**config.mk**
```make
export PLATFORM = sky130hd
export DESIGN_NAME = alu16_core
export DESIGN_NICKNAME = d
export VERILOG_FILES = /design/src/rtl/alu16_pkg.sv /design/src/rtl/alu16_addsub.sv /design/src/rtl/alu16_logic.sv /design/src/rtl/alu16_flagcalc.sv /design/src/rtl/alu16_status.sv /design/src/rtl/alu16_core.sv
export SDC_FILE = /design/constraint.sdc
export NUM_CORES = 1
export LEC_CHECK = 0
export BUFFER_PORTS_ARGS = -buffer_cell sky130_fd_sc_hd__buf_2
export CELL_PAD_IN_SITES_DETAIL_PLACEMENT = 1
export CELL_PAD_IN_SITES_GLOBAL_PLACEMENT = 2
export CORE_ASPECT_RATIO = 0.5
export CORE_MARGIN = 8
export CORE_UTILIZATION = 34
export DETAILED_ROUTE_END_ITERATION = 16
export MAX_ROUTING_LAYER = met4
export PLACE_DENSITY_LB_ADDON = 0.1
export SLEW_MARGIN = 20
export SYNTH_ARGS = -nofsm -noshare
export SYNTH_HDL_FRONTEND = slang
export SYNTH_SLANG_ARGS = --single-unit
```
**constraint.sdc**
```tcl
create_clock -name clk -period 9.8 [get_ports clk]
set_input_delay 1.47 -clock clk [delete_from_list [all_inputs] [get_ports clk]]
set_output_delay 1.47 -clock clk [all_outputs]
set_load 0.02 [all_outputs]
```
**src/rtl/alu16_pkg.sv**
```systemverilog
package alu16_pkg;
  localparam int NFLAG = 5;
  localparam int F_LGT = 0;
  localparam int F_AGT = 1;
  localparam int F_EQ  = 2;
  localparam int F_CY  = 3;
  localparam int F_OV  = 4;

  typedef enum logic [2:0] {
    OP_MOVE = 3'd0,
    OP_ADD  = 3'd1,
    OP_SUB  = 3'd2,
    OP_CMP  = 3'd3,
    OP_SETO = 3'd4,
    OP_SETZ = 3'd5,
    OP_IDL6 = 3'd6,
    OP_IDL7 = 3'd7
  } op_e;

  typedef enum logic [1:0] {
    KIND_ARITH,
    KIND_LOGIC,
    KIND_CMP,
    KIND_IDLE
  } kind_e;

  function automatic kind_e op_kind(input op_e op);
    case (op)
      OP_ADD, OP_SUB:           op_kind = KIND_ARITH;
      OP_MOVE, OP_SETO, OP_SETZ: op_kind = KIND_LOGIC;
      OP_CMP:                   op_kind = KIND_CMP;
      default:                  op_kind = KIND_IDLE;
    endcase
  endfunction
endpackage

```
**src/rtl/alu16_addsub.sv**
```systemverilog
module alu16_addsub #(
  parameter int W = 16
) (
  input  logic [W-1:0] a_src,
  input  logic [W-1:0] b_dst,
  input  logic         do_sub,
  output logic [W-1:0] sum,
  output logic         cout,
  output logic         ovf
);
  localparam int MSB = W - 1;

  logic [W-1:0] eff;
  logic [W:0]   full;

  always_comb begin
    eff  = do_sub ? ~a_src : a_src;
    full = {1'b0, b_dst} + {1'b0, eff} + {{W{1'b0}}, do_sub};
    sum  = full[W-1:0];
    cout = full[W];
    // signed overflow: addends share a sign that the sum does not
    ovf  = (b_dst[MSB] == eff[MSB]) && (full[MSB] != b_dst[MSB]);
  end
endmodule

```
**src/rtl/alu16_logic.sv**
```systemverilog
module alu16_logic #(
  parameter int W = 16
) (
  input  alu16_pkg::op_e op,
  input  logic [W-1:0]   a_src,
  input  logic [W-1:0]   b_dst,
  output logic [W-1:0]   res
);
  import alu16_pkg::*;

  always_comb begin
    case (op)
      OP_MOVE: res = a_src;
      OP_SETO: res = a_src | b_dst;
      OP_SETZ: res = b_dst & ~a_src;
      default: res = b_dst;
    endcase
  end
endmodule

```
**src/rtl/alu16_flagcalc.sv**
```systemverilog
module alu16_flagcalc #(
  parameter int W = 16
) (
  input  alu16_pkg::op_e                op,
  input  logic [W-1:0]                  a_src,
  input  logic [W-1:0]                  b_dst,
  input  logic [W-1:0]                  res,
  input  logic                          cout,
  input  logic                          ovf,
  input  logic [alu16_pkg::NFLAG-1:0]   cur,
  output logic [alu16_pkg::NFLAG-1:0]   nxt,
  output logic                          wr
);
  import alu16_pkg::*;

  localparam int MSB = W - 1;

  logic res_zero;
  logic res_pos;

  always_comb begin
    res_zero = (res == '0);
    res_pos  = !res[MSB] && !res_zero;
    nxt      = cur;
    wr       = 1'b0;
    case (op_kind(op))
      KIND_ARITH: begin
        nxt[F_LGT] = !res_zero;
        nxt[F_AGT] = res_pos;
        nxt[F_EQ]  = res_zero;
        nxt[F_CY]  = cout;
        nxt[F_OV]  = ovf;
        wr         = 1'b1;
      end
      KIND_LOGIC: begin
        nxt[F_LGT] = !res_zero;
        nxt[F_AGT] = res_pos;
        nxt[F_EQ]  = res_zero;
        wr         = 1'b1;
      end
      KIND_CMP: begin
        nxt[F_LGT] = a_src > b_dst;
        nxt[F_AGT] = $signed(a_src) > $signed(b_dst);
        nxt[F_EQ]  = a_src == b_dst;
        nxt[F_CY]  = cout;
        nxt[F_OV]  = ovf;
      end
      default: begin
        nxt = cur;
      end
    endcase
  end
endmodule

```
**src/rtl/alu16_status.sv**
```systemverilog
module alu16_status #(
  parameter int NF = 5
) (
  input  logic          clk,
  input  logic          rst,
  input  logic          load,
  input  logic [NF-1:0] d,
  output logic [NF-1:0] q
);
  genvar i;
  generate
    for (i = 0; i < NF; i++) begin : g_bit
      always_ff @(posedge clk) begin
        if (rst)       q[i] <= 1'b0;
        else if (load) q[i] <= d[i];
      end
    end
  endgenerate
endmodule

```
**src/rtl/alu16_core.sv**
```systemverilog
module alu16_core #(
  parameter int W = 16
) (
  input  logic                        clk,
  input  logic                        rst,
  input  logic [2:0]                  op_sel,
  input  logic [W-1:0]                src,
  input  logic [W-1:0]                dst,
  input  logic                        flag_upd,
  output logic [W-1:0]                result,
  output logic                        wr_en,
  output logic [alu16_pkg::NFLAG-1:0] flags_next,
  output logic [alu16_pkg::NFLAG-1:0] status
);
  import alu16_pkg::*;

  op_e          op;
  logic         is_sub;
  logic [W-1:0] as_sum;
  logic         as_cout;
  logic         as_ovf;
  logic [W-1:0] lg_res;

  always_comb begin
    op     = op_e'(op_sel);
    is_sub = (op == OP_SUB) || (op == OP_CMP);
  end

  alu16_addsub #(.W(W)) u_addsub (
    .a_src (src),
    .b_dst (dst),
    .do_sub(is_sub),
    .sum   (as_sum),
    .cout  (as_cout),
    .ovf   (as_ovf)
  );

  alu16_logic #(.W(W)) u_logic (
    .op   (op),
    .a_src(src),
    .b_dst(dst),
    .res  (lg_res)
  );

  always_comb begin
    case (op_kind(op))
      KIND_ARITH, KIND_CMP: result = as_sum;
      default:              result = lg_res;
    endcase
  end

  alu16_flagcalc #(.W(W)) u_flags (
    .op   (op),
    .a_src(src),
    .b_dst(dst),
    .res  (result),
    .cout (as_cout),
    .ovf  (as_ovf),
    .cur  (status),
    .nxt  (flags_next),
    .wr   (wr_en)
  );

  alu16_status #(.NF(NFLAG)) u_status (
    .clk (clk),
    .rst (rst),
    .load(flag_upd),
    .d   (flags_next),
    .q   (status)
  );
endmodule

```
==> results of run 1 <==
==> report_power, final <==
part           switching, mW  internal (mW)
sequential           0.00119         0.0219
combinational          0.148         0.0835
clock                 0.0128         0.0539
total                  0.162          0.159
==> placed cells by master, fill, tap and decap left out, types with 3 or more instances in the layout <==
cell / synthesis / routed
or4_1: 7 / 7
nand2b_1: 4 / 4
mux2i_1: 13 / 13
nor3_1: 14 / 14
nor2b_1: 11 / 11
o21ai_0: 19 / 19
o2111ai_1: 3 / 3
ha_1: 65 / 65
and2_1: 4 / 4
o211ai_1: 8 / 8
a31oi_1: 6 / 6
nand2_1: 30 / 30
dfxtp_1: 5 / 5
xnor2_1: 18 / 18
o221ai_1: 3 / 3
a221oi_1: 5 / 5
xor2_1: 3 / 3
nor2_1: 34 / 34
nand3_1: 11 / 11
inv_1: 47 / 47
clkbuf_16: 0 / 3
buf_2: 3 / 64
a211oi_1: 5 / 5
o22ai_1: 3 / 3
nand4_1: 4 / 4
a21oi_1: 29 / 29
a31o_2: 3 / 3
or3_1: 4 / 4
o31ai_1: 3 / 3
a21o_1: 5 / 5
==> per-stage QoR <==
step,area [sq um],instances,hold WS [ps],worst slack [ps]
after floorplan,3080,432,554,2110
after detailed placement,3450,592,503,2080
after CTS,3530,596,520,2060
after global routing,3530,596,539,1680
after global placement,3450,592,481,2350
final,3530,596,517,2080
==> how the worst min path moves through the flow <==
| stage | startpoint | depth (start not counted) | to |
|---|---|---|---|
| 6_report | u_status.q[4]$_SDFFE_PP0P_ | 2 | u_status.q[4]$_SDFFE_PP0P_ |
| 2_1_floorplan | u_status.q[4]$_SDFFE_PP0P_ | 2 | u_status.q[4]$_SDFFE_PP0P_ |
| 4_1_cts | u_status.q[4]$_SDFFE_PP0P_ | 2 | u_status.q[4]$_SDFFE_PP0P_ |
| 3_5_place_dp | u_status.q[4]$_SDFFE_PP0P_ | 2 | u_status.q[4]$_SDFFE_PP0P_ |
| 3_3_place_gp | u_status.q[4]$_SDFFE_PP0P_ | 2 | u_status.q[4]$_SDFFE_PP0P_ |
| 5_1_grt | u_status.q[4]$_SDFFE_PP0P_ | 2 | u_status.q[4]$_SDFFE_PP0P_ |
==> worst min-delay path: cells and delay by family, from the launching register on <==
kind	cells	cell delay (ps)
flops	1	320
simple gates	1	70
compound gates	1	60
==> layout make-up <==
class / instances / share of cell area [%]
well taps: 117 / 4.15
repair buffers: 65 / 9.28
inverters: 47 / 5.00
flip-flops and latches: 5 / 2.83
multi-input cells: 358 / 76.5
clock buffers: 4 / 2.23
==> metal layers <==
| metal | vias to the layer above | share of wire [%] | track usage (%) |
|---|---|---|---|
| met4 | 0 | 1.1 | 2.97 |
| li1 | 1651 | - | - |
| met5 | - | 0 | - |
| met2 | 83 | 44 | 29.3 |
| met3 | 11 | 5.3 | 2.06 |
| met1 | 1642 | 49 | 25.6 |
==> cell families after synthesis <==
logic type | after synthesis | share of synthesized area, %
buffers and inverters | 69 | 8.91
AO/OA/AOI/OAI | 121 | 27.6
flip-flops | 5 | 3.25
adder cells (fa/ha/maj) | 66 | 27.1
multiplexers | 15 | 4.96
XOR/XNOR | 21 | 5.98
AND/OR/NAND/NOR | 135 | 22.2
==> impl_metrics.ini, run 1 <==
[outcome]
status = complete, no violations

[cells_and_area]
num_antenna_cells = 0
reg_top3 = u_status.q: 5 flops
syn2layout_area_growth_pct = 14.8
top_register = u_status.q
postLayoutCoreUtil_pct = 40.4
multiInputGateArea_sq_um = 2700
layout-drive-gt1-share_pct = 15.9
register_area_sq_um = 100
fillers = 1124
nNetsFinal = 584
largest_reg_flops = 5

[critical_path]
crit_path_end = flags_next[2]
cp.arrival_ps = 6250
path_buf_inv = 2
crit_path_top_delay_cell = nand2b_1
cp_max_fo = 45
r2r_end = u_status.q[0]$_SDFFE_PP0P_
max_stage_delay_ps = 840
critPathMostFrequentCell = buf_2
critPathLaunch = op_sel[2]
worst_setup_path_end_kind = output port
crit_chain = buf_2, nand2b_1, xnor2_1, fa_1, a21oi_1, o211ai_1, nor4_1, o32a_1, nand4bb_1, or4_1, o41ai_4, o211a_1, buf_2
r2r_start = u_status.q[0]$_SDFFE_PP0P_
path_class = input port to output port
crit_path_start_kind = input port
path_depth = 13
worstPathRequired_ps = 8330
cpLargestDelayFamily = simple AND/OR/NAND/NOR gates
ff2ff_path_depth = 2
reg2reg_slack_ps = 8820

[timing]
grt_setup_unrepaired = false
finalCritPeriodShare_pct = 78.8
period_minus_slack_ps = 7720
maxSlewViolCount = 0
setup_viol = 0
worst_pin_slew_ps = 970
finalHoldViolations = 0
slew_headroom_pct = 35.3
clock.fmax_mhz = 130
finClkSkew_ps = 0
final.setup.tns_ps = 0

[floorplanning]
initial_core_util_pct = 35.2
core_sq_um = 8740
rows = 24
die_h_um = 83.3
boundaryPins = 65
die_area_sq_um = 12500
die_x_um = 151

[clocking]
clk_latency_ps = 220
cts.htree.levels = 1
ctsLongestPathBuffers = 2
clkTransAtPathRegs_ps = 30
cts_buffers = 3
cts_sinks = 5
clockRootBuffer = clkbuf_16
postCtsSetupRepairBufs = 0
cts_tree = done
cts_resized = 0
postCtsHoldBufs = 0

[route]
drc_errors = 0
dr.pass1.iters = 4
wl_per_cell_um = 19.4
antenna_left = 0
dr.first_iter.drc_count = 130
routed_wirelength_mm = 11.5
viasPerCell = 5.68
dr_total_vias = 3387

[power_and_ir_drop]
peakVddDrop_uv = 77.6
power_uw = 321
power_leakage_nw = 1.73
power.density_nw_per_um2 = 91.0

[logic_synthesis]
synth_nets = 536
syn_avg_cell_area_sq_um = 7.12
synthFlopType = dfxtp_1
synth_area_sq_um = 3080
synthTopCellsByArea = ha_1 26%, inv_1 5.7%, xnor2_1 5.1%, a21oi_1 4.7%, mux2i_1 4.2%
synth_top_area_share_pct = 26.4
postSynthCellCount = 432
yosys_warnings = 0
synth_most_common_cell = ha_1
ys_ff_latch = 5
synth_cell_types = 66
ys_seq_area_share_pct = 3.25
yosys.area.top_type = ha_1
synth_edf_count = 0
netlist_top_cells_count = 65 x ha_1, 47 x inv_1, 34 x nor2_1
ys_async_sr_fraction_pct = 0

[global_routing]
antenna_found_initial = 0
grt_pass1_vias = 3640
grt_overflow_total = 0
grtUsageTotal_pct = 18.7
grt_max_degree = 46
grt_first_pass_wirelength_mm = 18.9

[run]
timing.max_cap.violations = 0

[place]
io_buffers = 64
dp.final_hpwl_mm = 9.78
place_congestion = 0.907

[worst_hold_path]
hold_class = register to register
No activity file was read; power rests on OpenSTA's default activity.
==> run 2: changes to the inputs <==
--- a/config.mk
+++ b/config.mk
@@ -10,7 +10,7 @@
 export CELL_PAD_IN_SITES_GLOBAL_PLACEMENT = 2
 export CORE_ASPECT_RATIO = 0.5
 export CORE_MARGIN = 8
-export CORE_UTILIZATION = 34
+export CORE_UTILIZATION = 31
 export DETAILED_ROUTE_END_ITERATION = 16
 export MAX_ROUTING_LAYER = met4
 export PLACE_DENSITY_LB_ADDON = 0.1
==> constraint.sdc (replaced) <==
create_clock -name clk -period 7.4 [get_ports clk]
set_input_delay 1.11 -clock clk [delete_from_list [all_inputs] [get_ports clk]]
set_output_delay 1.11 -clock clk [all_outputs]
set_load 0.02 [all_outputs]
==> run 2 against run 1 <==
- worst setup slack got worse by 1100 ps
- register-to-register slack got worse by 2300 ps
- critical path depth unchanged
- power increased by 33%
- sequential share of layout area about the same
- clock skew unchanged
- sequential power increased by 32%
- first-iteration DRC count increased by 26%
- largest cell class unchanged
- die area increased by 8.2%
- final area increased by 1.2%
- core utilization decreased by 3.0 points
- wire length increased by 0.37%
==> impl_metrics.ini, run 2 (synthesis gave the netlist of run 1 again) <==
[cells_and_area]
postLayoutCoreUtil_pct = 37.4
nNetsFinal = 586
top_register = u_status.q
reg_top3 = u_status.q: 5 flops
fillers = 1238
largest_reg_flops = 5
num_antenna_cells = 0
syn2layout_area_growth_pct = 16.2
layout_commonest_cell = ha_1
layout-drive-gt1-share_pct = 16.4
final_cell_mix = 65 x ha_1, 64 x buf_2, 47 x inv_1
fin_cells = 616

[power_and_ir_drop]
p_sw_share_pct = 50.5
pwr-share-clk_pct = 21.2
peakVddDrop_uv = 86.6
power.density_nw_per_um2 = 120
power_frac_seq_pct = 7.1
power_leakage_nw = 1.74
combPwrFrac_pct = 71.6
cellInternalPower_uw = 212
p_switching_uw = 216

[critical_path]
worstPathRequired_ps = 6290
cp_max_fo = 15
ff2ff_path_depth = 2
worst_setup_path_end_kind = output port
reg2reg_slack_ps = 6530
cp.arrival_ps = 5270
critPathMostFrequentCell = buf_2
max_stage_delay_ps = 760
crit_path_start_kind = input port
path_class = input port to output port
crit_chain = buf_2, nand2b_1, xnor2_1, fa_1, a21oi_1, o211ai_1, nor4_1, o32a_1, nand4bb_1, or4_1, o41ai_4, o211a_1, buf_2
crit_path_top_delay_cell = nand2b_1

[route]
antenna_left = 0
dr.pass1.iters = 4
drc_errors = 0
viasPerCell = 5.36
wl_per_cell_um = 18.8
dr.first_iter.drc_count = 164
routed_wirelength_mm = 11.6
dr_total_vias = 3301

[timing]
final.setup.tns_ps = 0
worst_pin_slew_ps = 1010
period_minus_slack_ps = 6380
finalCritPeriodShare_pct = 86.2
maxSlewViolCount = 0
grt_setup_unrepaired = false
finalHoldViolations = 0
finClkSkew_ps = 0
slew_headroom_pct = 32.4
clock.fmax_mhz = 157
setup_viol = 0

[clocking]
cts_buffers = 3
clkTransAtPathRegs_ps = 30
ctsLongestPathBuffers = 2
cts_sinks = 5
clockRootBuffer = clkbuf_16
postCtsHoldBufs = 0
cts_tree = done
clk_latency_ps = 230
cts.htree.levels = 1
cts_resized = 0
postCtsSetupRepairBufs = 0

[floorplanning]
boundaryPins = 65
die_area_sq_um = 13600
die_h_um = 86.4
die_x_um = 157
initial_core_util_pct = 32.2
rows = 25
core_sq_um = 9540

[place]
place_congestion = 0.877
io_buffers = 64
dp.final_hpwl_mm = 9.71
place_inst = 612

[global_routing]
grtUsageTotal_pct = 17.6
grt_overflow_total = 0
antenna_found_initial = 0
grt_max_degree = 45
grt_first_pass_wirelength_mm = 18.6
grt_pass1_vias = 3433

[worst_hold_path]
hold_class = register to register
hold_depth = 2

[run]
timing.max_cap.violations = 0

[outcome]
status = complete, no violations
-- run 2: power by group through the flow --
stage                     clock (mW)  combinational [mW]  sequential, mW
after floorplan                    0               0.205          0.0328
after global placement             0               0.306          0.0309
after detailed placement           0               0.307          0.0308
after CTS                     0.0923               0.309          0.0304
after global routing          0.0940               0.342          0.0306
final                         0.0908               0.306          0.0305
-- run 2: critical path, delay by kind of cell --
family	cells	cell delay, ps
adders and majority gates	1	500
xor gates and xnor gates	1	240
AOI/OAI and AO/OA	5	1290
and+or+nand+nor	4	1890
buffers and inverters	2	240
-- run 2: path summary, 6_finish.rpt --
path                         startpoint                    endpoint
max                           op_sel[2]               flags_next[2]
min          u_status.q[4]$_SDFFE_PP0P_  u_status.q[4]$_SDFFE_PP0P_
max reg2reg  u_status.q[0]$_SDFFE_PP0P_  u_status.q[0]$_SDFFE_PP0P_
min reg2reg  u_status.q[4]$_SDFFE_PP0P_  u_status.q[4]$_SDFFE_PP0P_
-- run 2: layout make-up --
| cell class | count | area [sq um] | share of cell area, % |
|---|---|---|---|
| clock buffers | 4 | 78.8 | 2.21 |
| well taps | 135 | 169 | 4.73 |
| inverters | 47 | 176 | 4.94 |
| flip-flops and latches | 5 | 100 | 2.80 |
| multi-input cells | 358 | 2710 | 75.7 |
| repair buffers | 67 | 343 | 9.60 |
-- run 2: per-layer routing --
metal | wire, um | GRT usage (%) | up-vias
met4 | 41 | 1.73 | 0
met2 | 4850 | 27.7 | 80
li1 | - | - | 1652
met1 | 6040 | 24.8 | 1565
met5 | 0 | - | -
met3 | 652 | 1.24 | 4
-- run 2: per-stage QoR --
| step | area [sq um] | hold WS (ps) | power (mW) | setup slack (ps) |
|---|---|---|---|---|
| detailed placement | 3490 | 489 | 0.338 | 1060 |
| floorplan | 3080 | 554 | 0.238 | 429 |
| global placement | 3490 | 488 | 0.337 | 1120 |
| finish | 3570 | 495 | 0.428 | 1020 |
| CTS | 3570 | 498 | 0.431 | 1040 |
| global route | 3570 | 539 | 0.466 | 720 |
==> run 3: changes to the inputs <==
--- a/config.mk
+++ b/config.mk
@@ -11,9 +11,10 @@
 export CORE_ASPECT_RATIO = 0.5
 export CORE_MARGIN = 8
 export CORE_UTILIZATION = 31
+export CTS_BUF_LIST = sky130_fd_sc_hd__clkbuf_16
 export DETAILED_ROUTE_END_ITERATION = 16
 export MAX_ROUTING_LAYER = met4
-export PLACE_DENSITY_LB_ADDON = 0.1
+export PLACE_DENSITY = 0.9
 export SLEW_MARGIN = 20
 export SYNTH_ARGS = -nofsm -noshare
 export SYNTH_HDL_FRONTEND = slang
==> run 3 against run 2 <==
- critical endpoint unchanged
- sequential share of layout area hardly changed
- highest routed layer unchanged
- power is 0.13% lower
- maximum frequency is 1.4% higher
- worst hold slack worse by 4.2 ps
- global-route usage is 0.95 points lower
- wire length is 3.7% lower
- via count is 1.6% higher
==> impl_metrics.ini, run 3 (synthesis gave the netlist of run 1 again) <==
[outcome]
status = complete, no violations

[cells_and_area]
reg_top3 = u_status.q: 5 flops
syn2layout_area_growth_pct = 16.3
layout_commonest_cell = ha_1
fin_cells = 617
top_register = u_status.q
postLayoutCoreUtil_pct = 37.5
fillers = 1221
fin_area_sq_um = 3580
final_cell_mix = 65 x ha_1, 64 x buf_2, 48 x inv_1
largest_reg_flops = 5
num_antenna_cells = 0
layout-drive-gt1-share_pct = 16.4
nNetsFinal = 587

[power_and_ir_drop]
power_uw = 427
pwr-share-clk_pct = 21.3
p_switching_uw = 216
cellInternalPower_uw = 211
power.density_nw_per_um2 = 119
power_frac_seq_pct = 7.2
power_leakage_nw = 1.75
peakVddDrop_uv = 89.8
combPwrFrac_pct = 71.6
p_sw_share_pct = 50.6

[place]
place_congestion = 0.888
dp_slack_ps = 1150
postPlaceCellArea_sq_um = 3500
dp.final_hpwl_mm = 9.33
place_inst = 613
io_buffers = 64

[floorplanning]
rows = 25
die_area_sq_um = 13600
boundaryPins = 65
core_sq_um = 9540
die_h_um = 86.4
die_x_um = 157
initial_core_util_pct = 32.2

[critical_path]
ff2ff_path_depth = 2
worst_setup_path_end_kind = output port
r2r_end = u_status.q[0]$_SDFFE_PP0P_
cp_max_fo = 15
crit_path_top_delay_cell = nand2b_1
max_stage_delay_ps = 600
path_class = input port to output port
r2r_start = u_status.q[0]$_SDFFE_PP0P_
crit_path_start_kind = input port
cpLargestDelayFamily = simple AND/OR/NAND/NOR gates
worstPathRequired_ps = 6290
path_buf_inv = 2
crit_chain = buf_2, nand2b_1, xnor2_1, fa_1, a21oi_1, o211a_1, or4_1, o211ai_1, o22ai_1, or4_1, o41ai_4, o211a_1, buf_2
reg2reg_slack_ps = 6520
path_depth = 13
cp.arrival_ps = 5180

[worst_hold_path]
hp-start = u_status.q[4]$_SDFFE_PP0P_
hold_class = register to register
hold_depth = 2
hold_end = u_status.q[4]$_SDFFE_PP0P_

[route]
wl_per_cell_um = 18.1
routed_wirelength_mm = 11.1
drc_errors = 0
dr.first_iter.drc_count = 136
antenna_left = 0
viasPerCell = 5.44
dr_total_vias = 3354
dr.pass1.iters = 4

[clocking]
ctsLongestPathBuffers = 2
clk_latency_ps = 230
clockRootBuffer = clkbuf_16
cts_buffers = 3
postCtsSetupRepairBufs = 0
clkTransAtPathRegs_ps = 30
cts_sinks = 5
cts_resized = 0
cts.htree.levels = 1
cts_tree = done
postCtsHoldBufs = 0

[timing]
finalCritPeriodShare_pct = 85.0
final.setup.tns_ps = 0
setup_viol = 0
worst_pin_slew_ps = 970
finClkSkew_ps = 0
period_minus_slack_ps = 6290
maxSlewViolCount = 0
grt_setup_unrepaired = false
clock.fmax_mhz = 159
whs_ps = 491
slew_headroom_pct = 35.3
postLayoutSetupSlackWorst_ps = 1110
finalHoldViolations = 0

[global_routing]
grt_pass1_vias = 3402
grt_overflow_total = 0
antenna_found_initial = 0
grtUsageTotal_pct = 16.6
grt_max_degree = 45
grt_first_pass_wirelength_mm = 17.9

[run]
timing.max_cap.violations = 0
==> run 3: changes by cell type in the layout (fill, tap and decap cells not counted), sizes merged <==
cell    change
inv         +1
clkbuf      -1
buf         +1
==> run 3: final cells by class <==
type	count	area, sq um	area share [%]
repair buffers	68	350	9.80
clock inverters	1	3.75	0.105
multi-input cells	358	2700	75.5
well taps	135	169	4.72
clock buffers	3	75.1	2.10
flip-flops and latches	5	100	2.80
inverters	47	176	4.93
==> run 3: power by group through the flow <==
stage          sequential [mW]  combinational (mW)  clock [mW]
2_1_floorplan           0.0328               0.205           0
3_3_place_gp            0.0310               0.299           0
3_5_place_dp            0.0309               0.304           0
4_1_cts                 0.0305               0.306      0.0932
5_1_grt                 0.0308               0.337      0.0946
6_report                0.0305               0.306      0.0908
==> run 3: layer usage <==
metal,track usage [%],up-vias,share of wire (%),routed length [um]
li1,-,1651,-,-
met1,22.1,1633,52,5760
met2,27.7,62,44,4910
met3,1.14,8,3.5,395
met4,2.51,0,0.74,82
met5,-,-,0,0
==> run 3: worst max path at each step <==
stage	start	to	slack, ps
finish	op_sel[2]	flags_next[2]	1110
global placement	op_sel[2]	flags_next[2]	1230
global route	op_sel[2]	flags_next[2]	850
detailed placement	op_sel[2]	flags_next[2]	1150
CTS	op_sel[2]	flags_next[2]	1140
floorplan	op_sel[2]	flags_next[2]	430
==> run 3: worst register-to-register path: stages, from the launching register on <==
cell and delay (ps):
dfxtp_1 360, a31oi_1 130, a311oi_1 300
